==> config.mk <==
export PLATFORM = sky130hd
export DESIGN_NAME = tsram_arbiter
export DESIGN_NICKNAME = d
export VERILOG_FILES = /design/src/rtl/tsram_pkg.sv /design/src/rtl/tsram_slot_counter.sv /design/src/rtl/tsram_bus_decode.sv /design/src/rtl/tsram_ack_gen.sv /design/src/rtl/tsram_ram_steer.sv /design/src/rtl/tsram_arbiter.sv
export SDC_FILE = /design/constraint.sdc
export NUM_CORES = 1
export LEC_CHECK = 0
export ABC_CLOCK_PERIOD_IN_PS = 3500
export BUFFER_PORTS_ARGS = -buffer_cell sky130_fd_sc_hd__buf_2
export CORE_MARGIN = 5
export CORE_UTILIZATION = 30
export DETAILED_ROUTE_END_ITERATION = 12
export PLACE_DENSITY = 0.93
export SLEW_MARGIN = 20
export SYNTH_ARGS = -nofsm -noshare
export SYNTH_HDL_FRONTEND = slang
export SYNTH_SLANG_ARGS = --single-unit
==> constraint.sdc <==
create_clock -name clk -period 3.5 [get_ports clk]
set_clock_uncertainty 0.05 [all_clocks]
set_input_delay 0.175 -clock clk [delete_from_list [all_inputs] [get_ports clk]]
set_output_delay 0.175 -clock clk [all_outputs]
set_load 0.02 [all_outputs]
==> src/rtl/tsram_pkg.sv <==
`timescale 1ns/1ps
package tsram_pkg;
  // direction of the CPU data transceiver
  typedef enum logic {
    XDIR_TO_RAM = 1'b0,
    XDIR_TO_CPU = 1'b1
  } xdir_e;

  // decoded CPU bus request for the current clock
  typedef struct packed {
    logic valid;   // strobes form a real access
    logic to_ram;  // decode says the RAM is the target
    logic rd;      // 1 = read
  } cpu_req_t;

  // slot in the CPU half at which the acknowledge opens
  function automatic int unsigned ack_open_slot(input int unsigned cnt_w);
    return (1 << (cnt_w - 1)) - 2;
  endfunction
endpackage

==> src/rtl/tsram_slot_counter.sv <==
`timescale 1ns/1ps
module tsram_slot_counter #(
  parameter int CNT_W = 3
) (
  input  logic             clk,
  input  logic             rst,
  output logic [CNT_W-1:0] slot,
  output logic             turn
);
  logic [CNT_W-1:0] slot_q;

  always_ff @(posedge clk) begin
    if (rst) slot_q <= '0;
    else     slot_q <= slot_q + 1'b1;
  end

  assign slot = slot_q;
  assign turn = slot_q[CNT_W-1];
endmodule

==> src/rtl/tsram_bus_decode.sv <==
`timescale 1ns/1ps
module tsram_bus_decode
  import tsram_pkg::*;
(
  input  logic     as_n,
  input  logic     uds_n,
  input  logic     lds_n,
  input  logic     rw,
  input  logic     ram_sel_n,
  output cpu_req_t req
);
  always_comb begin
    req.valid  = ~as_n & (~uds_n | ~lds_n);
    req.to_ram = ~ram_sel_n;
    req.rd     = rw;
  end
endmodule

==> src/rtl/tsram_ack_gen.sv <==
`timescale 1ns/1ps
module tsram_ack_gen
  import tsram_pkg::*;
#(
  parameter int CNT_W = 3
) (
  input  logic             clk,
  input  logic             rst,
  input  logic [CNT_W-1:0] slot,
  input  cpu_req_t         req,
  output logic             dtack_n
);
  localparam int unsigned OPEN_I = ack_open_slot(CNT_W);
  localparam logic [CNT_W-1:0] OPEN_SLOT = CNT_W'(OPEN_I);
  localparam logic [CNT_W-1:0] HOLD_SLOT = CNT_W'(OPEN_I + 1);

  logic ack_prev_q;
  logic ram_gate;
  logic ack;

  // RAM window: open slot always, hold slot only as a continuation
  always_comb begin
    ram_gate = 1'b0;
    if (slot == OPEN_SLOT)      ram_gate = 1'b1;
    else if (slot == HOLD_SLOT) ram_gate = ack_prev_q;
  end

  assign ack     = req.valid & (~req.to_ram | ram_gate);
  assign dtack_n = ~ack;

  always_ff @(posedge clk) begin
    if (rst) ack_prev_q <= 1'b0;
    else     ack_prev_q <= ack;
  end
endmodule

==> src/rtl/tsram_ram_steer.sv <==
`timescale 1ns/1ps
module tsram_ram_steer
  import tsram_pkg::*;
#(
  parameter int ADDR_W = 16
) (
  input  logic              turn,
  input  cpu_req_t          req,
  input  logic [ADDR_W-1:0] cpu_addr,
  input  logic [ADDR_W-1:0] vid_addr,
  output logic [ADDR_W-1:0] ram_addr,
  output logic              ram_cs_n,
  output logic              ram_we_n,
  output logic              xcvr_en_n,
  output xdir_e             xcvr_dir
);
  logic cpu_owns;

  assign cpu_owns  = ~turn & req.to_ram;
  assign ram_addr  = turn ? vid_addr : cpu_addr;
  assign ram_cs_n  = ~(turn | req.to_ram);
  assign ram_we_n  = ~(cpu_owns & ~req.rd);
  assign xcvr_en_n = ~cpu_owns;
  assign xcvr_dir  = req.rd ? XDIR_TO_CPU : XDIR_TO_RAM;
endmodule

==> src/rtl/tsram_arbiter.sv <==
`timescale 1ns/1ps
module tsram_arbiter
  import tsram_pkg::*;
#(
  parameter int ADDR_W = 16,
  parameter int CNT_W  = 3
) (
  input  logic              clk,
  input  logic              rst,
  input  logic              as_n,
  input  logic              uds_n,
  input  logic              lds_n,
  input  logic              rw,
  input  logic              ram_sel_n,
  input  logic [ADDR_W-1:0] cpu_addr,
  input  logic [ADDR_W-1:0] vid_addr,
  output logic [ADDR_W-1:0] ram_addr,
  output logic              ram_cs_n,
  output logic              ram_we_n,
  output logic              xcvr_en_n,
  output logic              xcvr_dir,
  output logic              vid_turn,
  output logic              dtack_n
);
  logic [CNT_W-1:0] slot;
  cpu_req_t         req;
  xdir_e            dir;

  tsram_slot_counter #(.CNT_W(CNT_W)) u_cnt (
    .clk (clk), .rst (rst), .slot (slot), .turn (vid_turn)
  );

  tsram_bus_decode u_dec (
    .as_n (as_n), .uds_n (uds_n), .lds_n (lds_n),
    .rw (rw), .ram_sel_n (ram_sel_n), .req (req)
  );

  tsram_ack_gen #(.CNT_W(CNT_W)) u_ack (
    .clk (clk), .rst (rst), .slot (slot), .req (req), .dtack_n (dtack_n)
  );

  tsram_ram_steer #(.ADDR_W(ADDR_W)) u_steer (
    .turn (vid_turn), .req (req), .cpu_addr (cpu_addr), .vid_addr (vid_addr),
    .ram_addr (ram_addr), .ram_cs_n (ram_cs_n), .ram_we_n (ram_we_n),
    .xcvr_en_n (xcvr_en_n), .xcvr_dir (dir)
  );

  assign xcvr_dir = dir;
endmodule

Word level (Yosys, flattened, before mapping)
Cells that the tools add are included.
{"block": "op_classes", "add_sub_neg": 1, "n_eq_ne": 2, "n_mux": 4, "bitwise_logic": 17}
{"cell": "$mux W16", "n": 1}
{"cell": "$not A1 Y1", "n": 10}
{"cell": "$eq A3 B2 Y1 const B", "n": 2}
{"cell": "$and A1 B1 Y1", "n": 4}
{"cell": "$add A3 B1 Y3 const B", "n": 1}
{"cell": "$mux W1", "n": 3}
{"cell": "$or A1 B1 Y1", "n": 3}
{"block": "word_totals", "reg_bits": 4, "output_inout_bits": 22, "wordCells": 26}

Logic depth before layout (Yosys ltp)
Gate-level depths: netlist of the first run.
{"block": "logic_depth", "depth_word": 6, "mapped_depth": 5, "depth_no_buf": 4}

Hierarchy
Synthesis of the first run repeated with hierarchy kept, for this count alone.
{"block": "unflattened", "cells_unflattened": 40, "area_unflattened_um2": 440.4}
{"mod": "tsram_ram_steer", "n_inst": 1, "cells_per_inst": 22, "area_each_um2": 267.8, "seq_area_each_um2": 0.0}
{"mod": "tsram_slot_counter", "n_inst": 1, "cells_per_inst": 9, "area_each_um2": 102.6, "seq_area_each_um2": 60.1}
{"mod": "tsram_ack_gen", "n_inst": 1, "cells_per_inst": 6, "area_each_um2": 50.0, "seq_area_each_um2": 20.0}
{"mod": "tsram_bus_decode", "n_inst": 1, "cells_per_inst": 3, "area_each_um2": 20.0, "seq_area_each_um2": 0.0}

Worst setup path after synthesis of the first run
OpenSTA, ideal clock, no wires.
{"block": "synth_timing", "kind": "reg2out", "start": "reg u_cnt.slot_q[2] (netlist: u_cnt.slot[2])", "end": "out dtack_n", "arrival_ns": 1.620, "required_ns": 3.275, "slack_ns": 1.655, "stages_incl_launch_ff": 6, "cell_sequence": "dfxtp_1 > buf_4 > inv_1 > ha_1 > and2_1 > o31ai_1"}
{"block": "synth_between", "elab_chain_len": 6, "word_cells_on_any_way": 7}
{"element": "start, declared", "line_no": "tsram_slot_counter.sv:10", "rtl": "logic [CNT_W-1:0] slot_q;"}
{"element": "start signal, assigned", "line_no": "tsram_slot_counter.sv:14", "rtl": "else slot_q <= slot_q + 1'b1;"}
{"element": "$eq A3 B2 Y1", "line_no": "tsram_ack_gen.sv:25", "rtl": "else if (slot == HOLD_SLOT) ram_gate = ack_prev_q;"}
{"element": "$mux W1", "line_no": "tsram_ack_gen.sv:25"}
{"element": "$mux W1 *", "line_no": "tsram_ack_gen.sv:24", "rtl": "if (slot == OPEN_SLOT) ram_gate = 1'b1;"}
{"element": "$or A1 B1 Y1 *", "line_no": "tsram_ack_gen.sv:28", "rtl": "assign ack = req.valid & (~req.to_ram | ram_gate);"}
{"element": "$and A1 B1 Y1 *", "line_no": "tsram_ack_gen.sv:28"}
{"element": "$not A1 Y1 *", "line_no": "tsram_ack_gen.sv:29", "rtl": "assign dtack_n = ~ack;"}
{"element": "end, declared", "line_no": "tsram_arbiter.sv:23", "rtl": "output logic dtack_n"}
Mark *: on every way between the ends. The rest lies on a longest branch, timed or not.

Final worst setup path of the first run
Ends and elaborated chain as after synthesis.

==> results of run 1 <==
## routing by layer
layer	vias to the layer above	GRT usage, %
li1	260	-
met4	0	1.70
met5	-	0
met3	0	7.42
met2	22	28.0
met1	232	10.8
## where the power goes
part           leakage (nW)  internal, mW  switching [mW]
logic                 0.358        0.0474          0.0473
clock network        0.0138        0.0383          0.0179
registers            0.0330        0.0493         0.00634
## sequential cells by signal, summed over array words and instances (netlist names)
signal,cells
u_cnt.slot,3
u_ack.ack_prev_q,1
## critical path, stage by stage, from the launching register on
cell and delay, ns:
dfxtp_1 0.83, inv_1 0.11, ha_1 0.22, and2_1 0.14
o31ai_1 0.22, buf_2 0.20
## worst paths after layout
kind / from / endpoint / slack, ns / cells past startpoint
worst max register to register: u_cnt.slot[2] / u_ack.ack_prev_q / 1.71 / 4
worst max-delay path: u_cnt.slot[2] / dtack_n / 1.32 / 5
worst min register to register: u_cnt.slot[0] / u_cnt.slot[0] / 0.39 / 1
worst min-delay path: rst / u_cnt.slot[1] / 0.10 / 2
## layout make-up
cell class	instances	area (µm²)
multi-input combinational	30	283
sequential	4	80.1
clock buffer	3	22.5
fill	122	569
timing repair buffer	60	300
inverter	3	11.3
tap	15	18.8
## layout by cell type, fill, tap and decap left out
cell type / n
or3_1: 1
a21oi_1: 1
inv_1: 3
nor2b_1: 2
o311a_1: 1
buf_2: 60
nor2_1: 3
dfxtp_1: 4
o31ai_1: 1
ha_1: 3
and2_1: 1
clkbuf_4: 3
or2_2: 1
mux2_2: 16
## kinds of logic after synthesis
family / count (synthesis) / synth area share, %
and+or+nand+nor: 8 / 10.6
AOI/OAI and AO/OA: 3 / 5.62
adders and majority gates: 3 / 9.38
muxes: 16 / 45.0
DFF: 4 / 20.0
buffers and inverters: 6 / 9.37
## stage by stage
stage          util [%]  hold slack (ns)
2_1_floorplan         -            0.192
5_1_grt            55.7            0.107
4_1_cts            55.7           0.0941
3_3_place_gp       53.9            0.327
6_report           55.7            0.101
3_5_place_dp       53.9            0.341
==> impl_metrics.tcl, run 1 <==
set metrics [dict create \
    status "finished, final reports clean" \
    fin_total_pwr_mw 0.207 \
    dp_worst_setup_slack_ns 1.55 \
    routabilityCongestion 0.608 \
    clkSlewWorstSetupHoldPaths_ns 0.04 \
    synth_most_common_cell "mux2_2" \
    via_per_inst 4.47 \
    slew_headroom_pct 46.5 \
    p_per_area_nw_per_um2 289 \
    design_area_um2 716 \
    insertion_delay_ns 0.23 \
    async_reset_ff_share_pct 0 \
    synth_area_um2 400 \
    numCtsBuffers 3 \
    dpl.hpwl_um 1250 \
    synth_top_area_cell "mux2_2" \
    synth-seq-cells 4 \
    root_buffer "clkbuf_4" \
    wl_met2_um 816 \
    setup_viol 0 \
    setup_tns_ns 0 \
    io_buffer_count 60 \
    grt_pass1_wl_um 2000 \
    finalWirelength_um 1410 \
    postPlaceCellArea_um2 693 \
    maxSlewViolCount 0 \
    min_period_ns 2.18 \
    cts_resized 0 \
    required_ns 3.27 \
    overflow 0 \
    synthCells 40 \
    area_growth_pct 78.7 \
    grt_pass1_vias 489 \
    antenna_found_initial 0 \
    grt_max_degree 23 \
    top_layer "met3" \
    vias 514 \
    hold_violations 0 \
    drc 0 \
    seq_area_frac_synth_pct 20.0 \
    cts_sinks 4 \
    drv_cap 0 \
    fmax_ghz 0.458 \
    yosys_warnings 0 \
    initial_core_util_pct 31.2 \
    synth_flop_cell "dfxtp_1" \
    critPathMaxFanout 22 \
    dp_cells 112 \
    period_share_pct 62.4 \
    cts_tree "done" \
    clock_path_buffers 2 \
    path_class "flop to output pin" \
    ir_drop_mv 0.278 \
    die_h_um 46.5 \
    finalNonFillerCells 115 \
    dieArea_um2 2170 \
    wl_per_cell_um 12.3 \
    final_nets 144 \
    insertedDiodeCount 0 \
    wl_met3_um 167 \
    num_rows 13 \
    hold_path_class "input pin to flop" \
    io_pins 61 \
    tightest_slew_ns 0.801 \
    cts_hold_buffers 0 \
    cts_setup_buffers 0 \
    syn_nets 82 \
    drive_above_1_share_pct 80.0 \
    synth_cell_types 14 \
    postSynthAreaPerCell_um2 10.0 \
    htreeDepth 1 \
    detail-route-antenna-nets 0 \
    dr.first_iter.drc_count 6 \
    cp-start-kind "flop" \
    synthTopCellsByArea "mux2_2 (45%), dfxtp_1 (20%), ha_1 (9.4%)" \
    leakagePower_nw 0.405 \
    firstDrtPassIters 2 \
    arrival_ns 1.96 \
    grt_usage_pct 13.5 \
    die_w_um 46.5 \
    met1Wirelength_um 427 \
    synth_top_area_share_pct 45.0 \
    crit_path_end_kind "output pin" \
    synthTopCellsByCount "mux2_2 (16), dfxtp_1 (4), ha_1 (3), inv_1 (3), nor2_1 (3)" \
    finalWorstSetupSlack_ns 1.32 \
    synth_edf_count 0 \
    core-area_um2 1280 \
    rsz0062_at_grt "no" \
]
Note: power is estimated with default switching activity, not from simulation.
==> inputs of run 2 (changes only) <==
- ABC_CLOCK_PERIOD_IN_PS: 3500 -> 1900
- CORE_UTILIZATION: 30 -> 25
- PLACE_DENSITY: 0.93 -> 0.84
- clock period: 3.5 -> 1.9 ns (I/O delays scaled with it)
==> run 2 against run 1 <==
  * Register-to-register slack got worse by 1.1 ns
  * Critical path type unchanged
  * Global-route usage fell by 1.2 points
  * Setup slack got worse by 1.1 ns
  * Cell count rose by 2.6%
  * Die area rose by 16%
  * Via count rose by 3.3%
  * Sequential power rose by 75%
  * Core utilization fell by 6.9 points
  * First-iteration DRC count fell by 67%
  * Total power rose by 89%
  * Combinational power rose by 93%
==> impl_metrics.tcl, run 2 (same netlist as run 1, synthesis figures left out) <==
set metrics [dict create \
    via_per_inst 4.50 \
    min_period_ns 1.64 \
    postPlaceCellArea_um2 702 \
    max_stage_delay_ns 0.31 \
    multiInputGateArea_um2 283 \
    leakagePower_nw 0.415 \
    die_h_um 50.0 \
    final_nets 146 \
    cts_tree "done" \
    period_share_pct 86.5 \
    grt_pass1_vias 522 \
    required_ns 1.75 \
    core-area_um2 1510 \
    antenna_found_initial 0 \
    grt_usage_pct 12.3 \
    final_cell_mix "buf_2 (60), mux2_2 (16)" \
    firstDrtPassIters 2 \
    holdWs_ns 0.0861 \
    r2r-end "u_ack.ack_prev_q" \
    dr.first_iter.drc_count 2 \
    io_pins 61 \
    grt_max_degree 15 \
    die_w_um 50.0 \
    io_buffer_count 60 \
    drv_cap 0 \
    clock_path_buffers 2 \
    cts_setup_buffers 0 \
    cp-start-kind "flop" \
    status "finished, final reports clean" \
    path_class "flop to output pin" \
    design_area_um2 736 \
    register_area_um2 81.3 \
    startpoint "u_cnt.slot[0]" \
    area_growth_pct 83.8 \
    htreeDepth 1 \
    dpl.hpwl_um 1310 \
    critPathMaxFanout 3 \
    arrival_ns 1.50 \
    numCtsBuffers 3 \
    crit_path_cell_trace "ha_1 > ha_1 > and2_1 > o31ai_1 > buf_2" \
    vias 531 \
    setup_viol 0 \
    maxSlewViolCount 0 \
    r2r_cells 4 \
    ir_drop_mv 0.334 \
    final_common_cell "buf_2" \
    critPathMostFrequentCell "ha_1" \
    clkSlewWorstSetupHoldPaths_ns 0.04 \
    finalNonFillerCells 118 \
    hold_violations 0 \
    fin_total_pwr_mw 0.391 \
    finalWirelength_um 1460 \
    p_per_area_nw_per_um2 531 \
    largest_register_ffs 3 \
    num_rows 14 \
    initial_core_util_pct 26.6 \
    hold_path_class "input pin to flop" \
    slowest_stage "dfxtp_1" \
    tightest_slew_ns 0.204 \
    dp_cells 114 \
    wl_per_cell_um 12.4 \
    n_fill_cell 138 \
    reg2reg_slack_ns 0.60 \
    drive_above_1_share_pct 80.4 \
    cts_sinks 4 \
    crit_path_end_kind "output pin" \
    setup_tns_ns 0 \
    overflow 0 \
    drc 0 \
    rsz0062_at_grt "no" \
    grt_pass1_wl_um 2340 \
    insertedDiodeCount 0 \
    r2r-start "u_cnt.slot[0]" \
    routabilityCongestion 0.675 \
    insertion_delay_ns 0.24 \
    slew_headroom_pct 86.3 \
    dieArea_um2 2500 \
    detail-route-antenna-nets 0 \
    fmax_ghz 0.608 \
    root_buffer "clkbuf_4" \
    crit_end "dtack_n" \
]
[run 2: timing repair]
action / 4_1_cts / 5_1_grt
setup endpoints to repair: 0 / 1
gates resized for setup: 0 / 1
endpoints found under the hold margin: 2 / 0
hold buffers: 1 / 0
[run 2: how the worst min path moves through the flow]
stage | from | end | slack [ns] | depth (start not counted)
after floorplan | rst | u_cnt.slot[0] | 0.11 | 1
after global placement | rst | u_cnt.slot[1] | 0.25 | 2
after detailed placement | rst | u_cnt.slot[1] | 0.26 | 2
after CTS | as_n | u_ack.ack_prev_q | 0.08 | 3
after global routing | as_n | u_ack.ack_prev_q | 0.09 | 3
final | as_n | u_ack.ack_prev_q | 0.09 | 3
[run 2: layout make-up]
| type | instances | share of cell area (%) |
|---|---|---|
| timing repair buffer | 62 | 43.2 |
| multi-input combinational | 30 | 38.4 |
| sequential | 4 | 11.1 |
| clock buffer | 3 | 3.06 |
| tap | 16 | 2.72 |
| inverter | 3 | 1.53 |
[run 2: layer usage]
metal	global-route usage (%)	vias to the layer above	routed length [µm]
met1	11.1	248	462
met5	0	-	0
met3	7.53	2	138
met4	3.93	0	8
met2	22.2	18	851
li1	-	263	-
[run 2: worst max-delay path, delay by kind of cell, from the launching register on]
kind / cells / cell delay (ns)
adders and majority gates: 2 / 0.37
AOI/OAI and AO/OA: 1 / 0.23
DFF: 1 / 0.31
and+or+nand+nor: 1 / 0.15
buffers and inverters: 1 / 0.20
[run 2: power breakdown]
part           total (mW)  switching, mW  internal (mW)
sequential         0.0973        0.00618         0.0911
clock               0.111         0.0398         0.0710
combinational       0.183         0.0929         0.0900
total               0.391          0.139          0.252
[run 2: per-stage QoR]
stage	setup slack (ns)	util, %
after CTS	0.111	48.8
after global routing	0.116	48.8
final	0.256	48.8
after detailed placement	0.368	46.6
after floorplan	0.135	-
after global placement	0.465	46.6
==> inputs of run 3 (changes only) <==
- RECOVER_POWER: default -> 25
==> run 3 against run 2 <==
  * Via count stayed put
  * Cell count unchanged
  * Flip-flop and latch count did not move
  * Critical path type unchanged
  * Highest routed layer unchanged
==> impl_metrics.tcl, run 3 (same netlist as run 1, synthesis figures left out) <==
set metrics [dict create \
    status "finished, final reports clean" \
    r2r-end "u_ack.ack_prev_q" \
    grt_pass1_vias 522 \
    dr.first_iter.drc_count 2 \
    fin_total_pwr_mw 0.390 \
    crit_path_end_kind "output pin" \
    period_share_pct 86.5 \
    insertion_delay_ns 0.24 \
    min_period_ns 1.64 \
    ir_drop_mv 0.325 \
    fmax_ghz 0.608 \
    num_rows 14 \
    hold_violations 0 \
    dp_cells 114 \
    r2r_cells 4 \
    dp_worst_setup_slack_ns 0.368 \
    dieArea_um2 2500 \
    required_ns 1.75 \
    whs_endpoint "u_ack.ack_prev_q" \
    initial_core_util_pct 26.6 \
    path_class "flop to output pin" \
    vias 531 \
    dpl.hpwl_um 1310 \
    grt_usage_pct 12.3 \
    cts_tree "done" \
    grt_pass1_wl_um 2340 \
    via_per_inst 4.50 \
    rsz0062_at_grt "no" \
    final_cell_mix "buf_2 (57), mux2_2 (16)" \
    p_per_area_nw_per_um2 533 \
    setup_tns_ns 0 \
    finalWorstSetupSlack_ns 0.256 \
    htreeDepth 1 \
    insertedDiodeCount 0 \
    slew_headroom_pct 83.0 \
    tightest_slew_ns 0.256 \
    cp-start-kind "flop" \
    finalNonFillerCells 118 \
    hold_start "as_n" \
    area_growth_pct 82.8 \
    die_h_um 50.0 \
    cts_setup_buffers 0 \
    reg2reg_slack_ns 0.60 \
    routabilityCongestion 0.675 \
    io_buffer_count 60 \
    clkSlewWorstSetupHoldPaths_ns 0.04 \
    maxSlewViolCount 0 \
    r2r-start "u_cnt.slot[0]" \
    overflow 0 \
    die_w_um 50.0 \
    leakagePower_nw 0.407 \
    detail-route-antenna-nets 0 \
    hold_path_class "input pin to flop" \
    final_common_cell "buf_2" \
    largest_register_ffs 3 \
    drive_above_1_share_pct 77.5 \
    drv_cap 0 \
    postPlaceCellArea_um2 702 \
    root_buffer "clkbuf_4" \
    finalWirelength_um 1460 \
    setup_viol 0 \
    cts_sinks 4 \
    numCtsBuffers 3 \
    io_pins 61 \
    hold_depth 3 \
    antenna_found_initial 0 \
    arrival_ns 1.50 \
    wl_per_cell_um 12.4 \
    grt_max_degree 15 \
    critPathMaxFanout 3 \
    clock_path_buffers 2 \
    final_nets 146 \
    design_area_um2 732 \
    core-area_um2 1510 \
    drc 0 \
    firstDrtPassIters 2 \
]
run 3: where the power goes:
group          switching (mW)  internal (mW)  total (mW)
logic                  0.0931         0.0889       0.182
clock network          0.0398         0.0710       0.111
registers             0.00618         0.0911      0.0973
run 3: routing by layer:
layer  up-vias  share of wire, %  GRT usage [%]
li1        263                 -              -
met1       248                32           11.1
met2        18                58           22.2
met3         2               9.5           7.53
met4         0              0.55           3.93
met5         -                 0              0
run 3: critical path, stage by stage (launching register included):
cell and delay (ns):
dfxtp_1 0.31, ha_1 0.20, ha_1 0.17, and2_1 0.15, o31ai_1 0.23, buf_2 0.20
run 3: how the worst max path moves through the flow:
| stage | cells past startpoint | slack, ns | end | start |
|---|---|---|---|---|
| 2_1_floorplan | 5 | 0.14 | dtack_n | u_cnt.slot[2] |
| 3_3_place_gp | 5 | 0.46 | dtack_n | u_cnt.slot[2] |
| 3_5_place_dp | 5 | 0.37 | dtack_n | u_cnt.slot[2] |
| 4_1_cts | 5 | 0.11 | dtack_n | u_cnt.slot[2] |
| 5_1_grt | 5 | 0.12 | dtack_n | u_cnt.slot[2] |
| 6_report | 5 | 0.26 | dtack_n | u_cnt.slot[0] |
run 3: cell type report:
class,count,area [µm²]
inverter,3,11.3
sequential,4,81.3
timing repair buffer,62,314
clock buffer,3,22.5
tap,16,20.0
fill,140,774
multi-input combinational,30,283
run 3: timing repair:
item | 4_1_cts | 5_1_grt
resized for setup | 0 | 1
hold buffers | 1 | 0
setup endpoints to repair | 0 | 1
hold endpoints to repair | 2 | 0
run 3: stage by stage:
stage / util, % / hold slack (ns)
2_1_floorplan: - / 0.112
3_5_place_dp: 46.6 / 0.256
6_report: 48.6 / 0.0861
5_1_grt: 48.6 / 0.0916
4_1_cts: 48.8 / 0.0824
3_3_place_gp: 46.6 / 0.248
